===== src/rtl/pwb_pkg.sv =====
package pwb_pkg;
    typedef enum logic [2:0] {
        ST_IDLE,
        ST_BURST,
        ST_DROP,
        ST_FLUSH,
        ST_GRANT
    } pwb_state_e;

    localparam int RD_DIRS = 2;
endpackage


===== src/rtl/pwb_fifo.sv =====
module pwb_fifo #(
    parameter int AW    = 32,
    parameter int DW    = 32,
    parameter int DEPTH = 8
) (
    input  logic            clk,
    input  logic            rst_n,
    input  logic            push,
    input  logic [AW-1:0]   in_addr,
    input  logic [DW-1:0]   in_data,
    input  logic [DW/8-1:0] in_be,
    input  logic            pop,
    output logic [AW-1:0]   hd_addr,
    output logic [DW-1:0]   hd_data,
    output logic [DW/8-1:0] hd_be,
    output logic            empty,
    output logic            full
);
    localparam int BEW = DW / 8;
    localparam int EW  = AW + DW + BEW;
    localparam int PW  = (DEPTH > 1) ? $clog2(DEPTH) : 1;
    localparam logic [PW-1:0] LASTP = PW'(DEPTH - 1);
    localparam logic [PW:0]   FULLC = (PW + 1)'(DEPTH);

    logic [EW-1:0] slot [DEPTH];
    logic [PW-1:0] wp, rp;
    logic [PW:0]   cnt;

    always_ff @(posedge clk) begin
        if (push) slot[wp] <= {in_addr, in_data, in_be};
    end

    always_ff @(posedge clk or negedge rst_n) begin
        if (!rst_n) begin
            wp  <= '0;
            rp  <= '0;
            cnt <= '0;
        end else begin
            if (push) wp <= (wp == LASTP) ? '0 : wp + 1'b1;
            if (pop)  rp <= (rp == LASTP) ? '0 : rp + 1'b1;
            unique case ({push, pop})
                2'b10:   cnt <= cnt + 1'b1;
                2'b01:   cnt <= cnt - 1'b1;
                default: cnt <= cnt;
            endcase
        end
    end

    assign {hd_addr, hd_data, hd_be} = slot[rp];
    assign empty = (cnt == '0);
    assign full  = (cnt == FULLC);

    // the controller never writes into a full queue
    p_no_overflow_r5: assert property (@(posedge clk) disable iff (!rst_n)
        push |-> !full);
    // a beat is retired only when one is held
    p_no_underflow_r4: assert property (@(posedge clk) disable iff (!rst_n)
        pop |-> !empty);
endmodule


===== src/rtl/pwb_ctrl.sv =====
module pwb_ctrl
    import pwb_pkg::*;
(
    input  logic               clk,
    input  logic               rst_n,
    input  logic               pw_valid,
    input  logic               pw_last,
    input  logic               mem_conflict,
    input  logic               full,
    input  logic               empty,
    input  logic [RD_DIRS-1:0] rd_req,
    output logic               pw_ready,
    output logic               pw_abort,
    output logic               push,
    output logic [RD_DIRS-1:0] rd_grant
);
    pwb_state_e state, state_nx;

    always_ff @(posedge clk or negedge rst_n) begin
        if (!rst_n) state <= ST_IDLE;
        else        state <= state_nx;
    end

    always_comb begin
        state_nx = state;
        unique case (state)
            ST_IDLE: begin
                if (|rd_req)
                    state_nx = ST_FLUSH;
                else if (pw_valid && !full && !pw_last)
                    state_nx = ST_BURST;
            end
            ST_BURST: begin
                if (pw_valid && mem_conflict)
                    state_nx = pw_last ? ST_IDLE : ST_DROP;
                else if (pw_valid && !full && pw_last)
                    state_nx = ST_IDLE;
            end
            ST_DROP: begin
                if (pw_valid && pw_last) state_nx = ST_IDLE;
            end
            ST_FLUSH: begin
                if (empty) state_nx = ST_GRANT;
            end
            ST_GRANT: begin
                if (!(|rd_req)) state_nx = ST_IDLE;
            end
            default: state_nx = ST_IDLE;
        endcase
    end

    always_comb begin
        pw_ready = 1'b0;
        pw_abort = 1'b0;
        rd_grant = '0;
        unique case (state)
            ST_IDLE:  pw_ready = !(|rd_req) && !full;
            ST_BURST: begin
                pw_ready = !full && !mem_conflict;
                pw_abort = pw_valid && mem_conflict;
            end
            ST_GRANT: rd_grant = rd_req;
            default: ;
        endcase
        push = pw_valid && pw_ready;
    end

    // a full queue stalls the PCI side
    p_full_stall_r5: assert property (@(posedge clk) disable iff (!rst_n)
        full |-> !pw_ready);
    // no read completes while a posted write remains
    p_grant_empty_r6: assert property (@(posedge clk) disable iff (!rst_n)
        (|rd_grant) |-> empty);
    // an aborted phase is never stored
    p_abort_refuse_r7: assert property (@(posedge clk) disable iff (!rst_n)
        pw_abort |-> !push);
    // the tail of an aborted burst is refused
    p_drop_refuse_r7: assert property (@(posedge clk) disable iff (!rst_n)
        (state == ST_DROP) |-> !pw_ready);
    // an accepted last phase returns to idle
    p_last_idle_r10: assert property (@(posedge clk) disable iff (!rst_n)
        (push && pw_last) |=> (state == ST_IDLE));
endmodule


===== src/rtl/pwb_status.sv =====
module pwb_status (
    input  logic clk,
    input  logic rst_n,
    input  logic set,
    input  logic st_wr,
    input  logic st_wdata,
    output logic ta_flag
);
    always_ff @(posedge clk or negedge rst_n) begin
        if (!rst_n)                 ta_flag <= 1'b0;
        else if (set)               ta_flag <= 1'b1;
        else if (st_wr && st_wdata) ta_flag <= 1'b0;
    end

    // an abort always leaves the bit set
    p_abort_sets_r8: assert property (@(posedge clk) disable iff (!rst_n)
        set |=> ta_flag);
    // only a write of one clears the bit
    p_sticky_r9: assert property (@(posedge clk) disable iff (!rst_n)
        (ta_flag && !(st_wr && st_wdata)) |=> ta_flag);
    // a clear without a competing abort takes effect
    p_clear_r9: assert property (@(posedge clk) disable iff (!rst_n)
        (st_wr && st_wdata && !set) |=> !ta_flag);
endmodule


===== src/rtl/pci_post_wbuf.sv =====
module pci_post_wbuf #(
    parameter int AW        = 32,
    parameter int DW        = 32,
    parameter int BUF_BYTES = 32
) (
    input  logic            clk,
    input  logic            rst_n,
    input  logic            pw_valid,
    input  logic            pw_last,
    input  logic [AW-1:0]   pw_addr,
    input  logic [DW-1:0]   pw_data,
    input  logic [DW/8-1:0] pw_be,
    output logic            pw_ready,
    output logic            pw_abort,
    input  logic            mem_conflict,
    output logic            iw_req,
    output logic [AW-1:0]   iw_addr,
    output logic [DW-1:0]   iw_data,
    output logic [DW/8-1:0] iw_be,
    input  logic            iw_ack,
    input  logic [1:0]      rd_req,
    output logic [1:0]      rd_grant,
    input  logic            st_wr,
    input  logic            st_wdata,
    output logic            ta_flag
);
    localparam int BEW   = DW / 8;
    localparam int DEPTH = BUF_BYTES / BEW;

    logic push, pop, empty, full;

    pwb_ctrl u_ctrl (
        .clk          (clk),
        .rst_n        (rst_n),
        .pw_valid     (pw_valid),
        .pw_last      (pw_last),
        .mem_conflict (mem_conflict),
        .full         (full),
        .empty        (empty),
        .rd_req       (rd_req),
        .pw_ready     (pw_ready),
        .pw_abort     (pw_abort),
        .push         (push),
        .rd_grant     (rd_grant)
    );

    pwb_fifo #(.AW(AW), .DW(DW), .DEPTH(DEPTH)) u_fifo (
        .clk     (clk),
        .rst_n   (rst_n),
        .push    (push),
        .in_addr (pw_addr),
        .in_data (pw_data),
        .in_be   (pw_be),
        .pop     (pop),
        .hd_addr (iw_addr),
        .hd_data (iw_data),
        .hd_be   (iw_be),
        .empty   (empty),
        .full    (full)
    );

    pwb_status u_stat (
        .clk      (clk),
        .rst_n    (rst_n),
        .set      (pw_abort),
        .st_wr    (st_wr),
        .st_wdata (st_wdata),
        .ta_flag  (ta_flag)
    );

    assign iw_req = !empty;
    assign pop    = iw_req && iw_ack;

    // a pending beat holds its request and payload until acknowledged
    p_hold_r4: assert property (@(posedge clk) disable iff (!rst_n)
        (iw_req && !iw_ack) |=> (iw_req && $stable(iw_addr) && $stable(iw_data) && $stable(iw_be)));
    // a grant never coexists with an outstanding internal write
    p_grant_drained_r6: assert property (@(posedge clk) disable iff (!rst_n)
        (|rd_grant) |-> !iw_req);
endmodule


===== config.mk =====
export PLATFORM = sky130hd
export DESIGN_NAME = pci_post_wbuf
export DESIGN_NICKNAME = d
export VERILOG_FILES = /design/src/rtl/pwb_pkg.sv /design/src/rtl/pwb_fifo.sv /design/src/rtl/pwb_ctrl.sv /design/src/rtl/pwb_status.sv /design/src/rtl/pci_post_wbuf.sv
export SDC_FILE = /design/constraint.sdc
export NUM_CORES = 1
export LEC_CHECK = 0
export BUFFER_PORTS_ARGS = -buffer_cell sky130_fd_sc_hd__buf_2
export CORE_ASPECT_RATIO = 0.7
export CORE_MARGIN = 3
export CORE_UTILIZATION = 45
export DETAILED_ROUTE_END_ITERATION = 8
export PLACE_DENSITY = 0.75
export SKIP_LAST_GASP = 1
export SLEW_MARGIN = 20
export SYNTH_ARGS = -nofsm -noshare
export SYNTH_HDL_FRONTEND = slang
export SYNTH_SLANG_ARGS = --single-unit

===== constraint.sdc =====
create_clock -name clk -period 5.86 [get_ports clk]
set_clock_uncertainty 0.05 [all_clocks]
set_input_delay 1.465 -clock clk [delete_from_list [all_inputs] [get_ports clk]]
set_output_delay 1.465 -clock clk [all_outputs]
set_load 0.1 [all_outputs]

==> results of run 1 <==
==> cells in the mapped netlist, types with 2 or more instances <==
| master | n |
|---|---|
| a21o_1 | 2 |
| o21ai_0 | 3 |
| buf_1 | 8 |
| clkbuf_1 | 12 |
| mux4_2 | 136 |
| nand2_1 | 9 |
| dfrtp_1 | 14 |
| nand4b_1 | 2 |
| buf_6 | 14 |
| and3_1 | 2 |
| mux2_2 | 72 |
| ha_1 | 7 |
| a21oi_1 | 2 |
| nand3b_1 | 2 |
| edfxtp_1 | 544 |
| buf_2 | 5 |
| nand2b_1 | 6 |
| nor2_1 | 11 |
| xor2_1 | 4 |
| inv_1 | 5 |
| nor3_1 | 4 |
==> final timing paths <==
kind | cells after the start | end | start | slack [ps]
hold / removal | 1 | u_stat.ta_flag | u_stat.ta_flag | 430
hold reg to reg | 1 | u_stat.ta_flag | u_stat.ta_flag | 430
max in group asynchronous | 1 | u_fifo.rp[2] | rst_n | 4690
setup reg to reg | 5 | u_fifo.slot[7][33] | u_ctrl.state[0] | 2770
setup / recovery | 4 | iw_addr[5] | u_fifo.rp[1] | 1210
min in group asynchronous | 1 | u_fifo.wp[2] | rst_n | 750
==> stage by stage <==
step,instances,hold slack [ps],setup slack (ps)
2_1_floorplan,879,405,145
3_3_place_gp,1624,405,1620
3_5_place_dp,1624,416,1620
4_1_cts,1720,430,1160
5_1_grt,1720,475,1050
6_report,1721,430,1210
==> layer usage <==
| layer | GRT usage, % | routed length, um |
|---|---|---|
| met5 | 0 | 33 |
| met4 | 3.54 | 636 |
| met3 | 3.45 | 2540 |
| met2 | 26.2 | 19700 |
| met1 | 24.1 | 17700 |
==> worst register-to-register path, stage by stage, from the launching register on <==
cell	delay, ps
dfrtp_1	450
nor3_1	330
o2111ai_2	280
or2_2	460
nor2_4	760
buf_4	420
==> kinds of logic after synthesis <==
| family | Yosys count | synth area share [%] |
|---|---|---|
| simple gates | 41 | 1.00 |
| xor+xnor | 5 | 0.206 |
| fa+ha+maj | 7 | 0.411 |
| mux | 208 | 18.2 |
| buf+inv | 44 | 1.30 |
| compound gates | 16 | 0.564 |
| flops | 558 | 78.3 |
==> area by class of cell <==
class                      count  area (um^2)  area share (%)
antenna                        1         2.50          0.0102
tap                          612          766            3.11
inverter                       5         18.8          0.0762
sequential                   558        16700            67.8
clock inverter                28          280            1.14
clock buffer                  68         1460            5.91
multi-input combinational    277         4410            17.9
timing repair buffer         172          988            4.02
==> state kept, by name (all words and copies together) (netlist names) <==
| register | flops |
|---|---|
| u_fifo.cnt | 4 |
| u_fifo.wp | 3 |
| u_fifo.slot | 544 |
| u_ctrl.state | 3 |
| u_stat.ta_flag | 1 |
| u_fifo.rp | 3 |
==> reports/qor.txt, run 1 <==
postcts setup bufs = 0
CP Max Fanout = 64
hpwl dp = 22.2 mm
number of global-route vias before repair = 9,970
fraction of layout cells with a size suffix above 1 = 42.6%
final worst-path cycle share = 79.3%
final instance area = 0.0246 mm^2
Max Cap Viol = 0
Total GRT Usage = 16.5%
cell type with the largest total area after synthesis = edfxtp_1
core box area = 0.0466 mm^2
CTS Hold Bufs = 0
syn_nets = 964
Max Slew Vio Count = 0
# rows = 66
DR WL/cell = 23.6 um
Warnings, synthesis = 0
clock tree sinks = 558
maximum clock insertion buffer count = 3
FFs w/ async S/R, synth = 2.51%
leading cell types in the layout, fill and taps excluded = edfxtp_1, buf_2, mux4_2
DR vias = 9,528
Worst setup EP type = output pin
commonest non-fill, non-tap cell in the layout = edfxtp_1
Post-Synthesis Cells = 879
largest net degree at the start of global routing = 88
f_max = 0.215 GHz
Die Ht = 188 um
DP Area = 0.0229 mm^2
Fillers = 3,527
CP Buf/Inv Count = 2
Critical Path AT = 3130 ps
WS Path Type = register to output pin
Synth area leaders = edfxtp_1, mux4_2, mux2_2
first-pass GRT wire length = 62.6 mm
Worst Hold Class = register to register
Setup Viol. Count Final = 0
mapped cell area = 0.0213 mm^2
Unique masters post-synth = 36
PortBufs = 151
total gr overflow = 0
post-route ant nets = 0
via/cell ratio = 5.54
Rel. slew slack = 32.7%
outcome = completed
Top Family by Delay on Critical Path = flip-flops
Top FF cell, synth = edfxtp_1
Final Hold Violating Endpoints = 0
clock slew at reported path FFs = 60 ps
RSZ-0062 raised after global routing = false
starting density of the core = 45.7%
DRC errors left = 0
worst skew pair latency = 570 ps
TritonRoute pass-1 iters = 7
nets = 1,152
final core occ = 52.9%
Tmin final = 4650 ps
CTS tree = done
P&R area growth vs syn = 15.6%
Synth top area share = 76.7%
top-level I/O count = 152
Die X = 266 um
drt total wl = 40.6 mm
sequential cell area fraction in the yosys report = 78.3%
DIE AREA = 0.0500 mm^2
Setup crit start kind = register
CP cell instances = buf_4 -> mux4_2 -> mux2_2 -> buf_2
H-tree levels = 2
Post-CTS Resized = 0
WP data required = 4350 ps
root buffer cell = clkbuf_16
EDFF count, synth = 544
initial antenna violation count = 4
cts bufs inserted = 53
worst slew pin tran = 1010 ps
Critical-path top delay cell = dfrtp_4
Mean Syn Cell Area = 24.2 um^2
GP Congestion = 0.710
critical path's largest stage delay = 1030 ps
TNS Setup = 0 ps
Yosys reg bits = 558
Starting DRT DRC Count = 799
Power of run 1 is not shown: default switching activity piles up to over one toggle a cycle in this logic, so the estimate is an artifact.
==> inputs of run 2 (changes only) <==
clock period = 4.2 ns   (was 5.86 ns; I/O delays follow)
==> reports/qor.txt, run 2 (synthesized netlist as in run 1, its figures left out) <==
Starting DRT DRC Count = 790 (was 799)
starting density of the core = 45.7% (unchanged)
Max Slew Vio Count = 0 (unchanged)
f_max = 0.253 GHz
CP cell instances = buf_12 -> mux4_2 -> mux2_2 -> buf_2 (was buf_4 -> mux4_2 -> mux2_2 -> buf_2)
CTS tree = done (unchanged)
Die Ht = 188 um (unchanged)
area of the multi-input gates = 0.00441 mm^2 (unchanged)
critical path's largest stage delay = 710 ps (was 1030 ps)
DR WL/cell = 23.9 um (was 23.6 um)
Setup crit start kind = register (unchanged)
Critical Path AT = 2860 ps (was 3130 ps)
Fillers = 3,560 (was 3,527)
Critical-path top delay cell = dfrtp_4 (unchanged)
outcome = completed (unchanged)
Tmin final = 3960 ps
R2R cell count = 11 (was 5)
final worst slack = 240 ps (was 1210 ps)
first-pass GRT wire length = 63.0 mm (was 62.6 mm)
GR Layer Usage met3 = 3.27% (was 3.45%)
Max Cap Viol = 0 (unchanged)
DP Worst Slack = 766 ps (was 1620 ps)
leading cell types in the layout, fill and taps excluded = edfxtp_1, buf_2, mux4_2 (unchanged)
biggest regs = u_fifo.slot (544), u_fifo.cnt (4) (unchanged)
register-to-register setup slack = 1490 ps (was 2770 ps)
Largest Register = u_fifo.slot (unchanged)
DIE AREA = 0.0500 mm^2 (unchanged)
total gr overflow = 0 (unchanged)
worst skew pair latency = 570 ps (about the same)
worst slew pin tran = 651 ps (was 1010 ps)
drt total wl = 41.3 mm (was 40.6 mm)
clock tree sinks = 558 (unchanged)
Post-CTS Resized = 0 (unchanged)
core box area = 0.0466 mm^2 (unchanged)
Total GRT Usage = 16.7% (was 16.5%)
post-route ant nets = 0 (unchanged)
Worst setup EP type = output pin (unchanged)
largest net degree at the start of global routing = 54 (was 88)
TritonRoute pass-1 iters = 4 (was 7)
RSZ-0062 raised after global routing = false (unchanged)
Most Crowded Layer GR = met2 (unchanged)
DR vias = 9,664 (was 9,528)
top-level I/O count = 152 (unchanged)
commonest non-fill, non-tap cell in the layout = edfxtp_1 (unchanged)
CP Max Fanout = 39 (was 64)
GP Congestion = 0.708 (was 0.710)
fraction of layout cells with a size suffix above 1 = 42.2% (was 42.6%)
M1 GR Usage = 24.3% (was 24.1%)
clock slew at reported path FFs = 60 ps (about the same)
Worst Hold Class = primary input to async pin (was register to register)
H-tree levels = 2 (unchanged)
via/cell ratio = 5.61 (was 5.54)
max reg flops = 544 (unchanged)
P&R area growth vs syn = 15.4% (was 15.6%)
Final Hold Violating Endpoints = 0 (unchanged)
PortBufs = 151 (unchanged)
Antenna Cells = 0 (was 1)
r2r startpoint = u_fifo.cnt[2] (was u_ctrl.state[0])
# rows = 66 (unchanged)
number of global-route vias before repair = 10,100 (was 9,970)
cts bufs inserted = 52 (was 53)
r2r endpoint = u_fifo.cnt[2] (was u_fifo.slot[7][33])
root buffer cell = clkbuf_16 (unchanged)
final worst-path cycle share = 94.3%
Rel. slew slack = 56.6% (was 32.7%)
postcts setup bufs = 0 (unchanged)
WS Path Type = register to output pin (unchanged)
initial antenna violation count = 5 (was 4)
M2 GR Usage = 26.7% (was 26.2%)
WP data required = 3100 ps (was 4350 ps)
maximum clock insertion buffer count = 3 (unchanged)
nets = 1,158 (was 1,152)
DRC errors left = 0 (unchanged)
Setup Viol. Count Final = 0 (unchanged)
register area = 0.0167 mm^2 (unchanged)
CTS Hold Bufs = 0 (unchanged)
Die X = 266 um (unchanged)
hpwl dp = 23.6 mm (was 22.2 mm)
## run 2: cell count changes in the layout (fill, tap and decap cells not counted), moves of 2 or more
cell	before	now
buf_12	6	13
clkbuf_16	55	53
bufinv_16	5	1
clkinvlp_4	4	2
clkinv_1	7	11
clkbuf_1	10	13
## run 2: cell type report
type / instances / share of cell area (%)
Timing Repair Buffer: 179 / 4.59
Inverter: 5 / 0.0764
Multi-Input combinational cell: 277 / 17.9
Clock buffer: 69 / 5.76
Clock inverter: 24 / 0.585
Sequential cell: 558 / 67.9
Tap cell: 612 / 3.12
## run 2: layer usage
metal,part of all wire (%),vias up
li1,-,4138
met3,6.3,59
met5,0.13,-
met2,49,299
met4,1.4,10
met1,43,5158
## run 2: how the worst max path moves through the flow
| stage | cells after the start | slack [ps] | to | start |
|---|---|---|---|---|
| floorplan | 4 | -1100 | u_fifo.slot[7][0] | rd_req[1] |
| global placement | 4 | 770 | iw_data[15] | u_fifo.rp[0] |
| detailed placement | 6 | 770 | u_fifo.slot[0][23] | rd_req[1] |
| CTS | 4 | 140 | iw_addr[10] | u_fifo.rp[0] |
| global route | 4 | 90 | iw_addr[10] | u_fifo.rp[0] |
| finish | 4 | 240 | iw_addr[10] | u_fifo.rp[0] |
## run 2: critical path: cells and delay by family (launching register included)
| kind | cells | cell delay, ps |
|---|---|---|
| buf+inv | 2 | 670 |
| flops | 1 | 710 |
| mux | 2 | 890 |
## run 2: stage by stage
stage,cell area [um^2],cells,utilization [%],setup TNS [ps],hold WS (ps)
6_report,24600,1724,52.8,0,337
4_1_cts,24600,1724,52.8,0,304
5_1_grt,24600,1724,52.8,0,331
3_3_place_gp,23000,1631,49.4,0,405
2_1_floorplan,21300,879,-,-533150,405
3_5_place_dp,23000,1631,49.4,0,417
Power of run 2 is left out for the same reason.
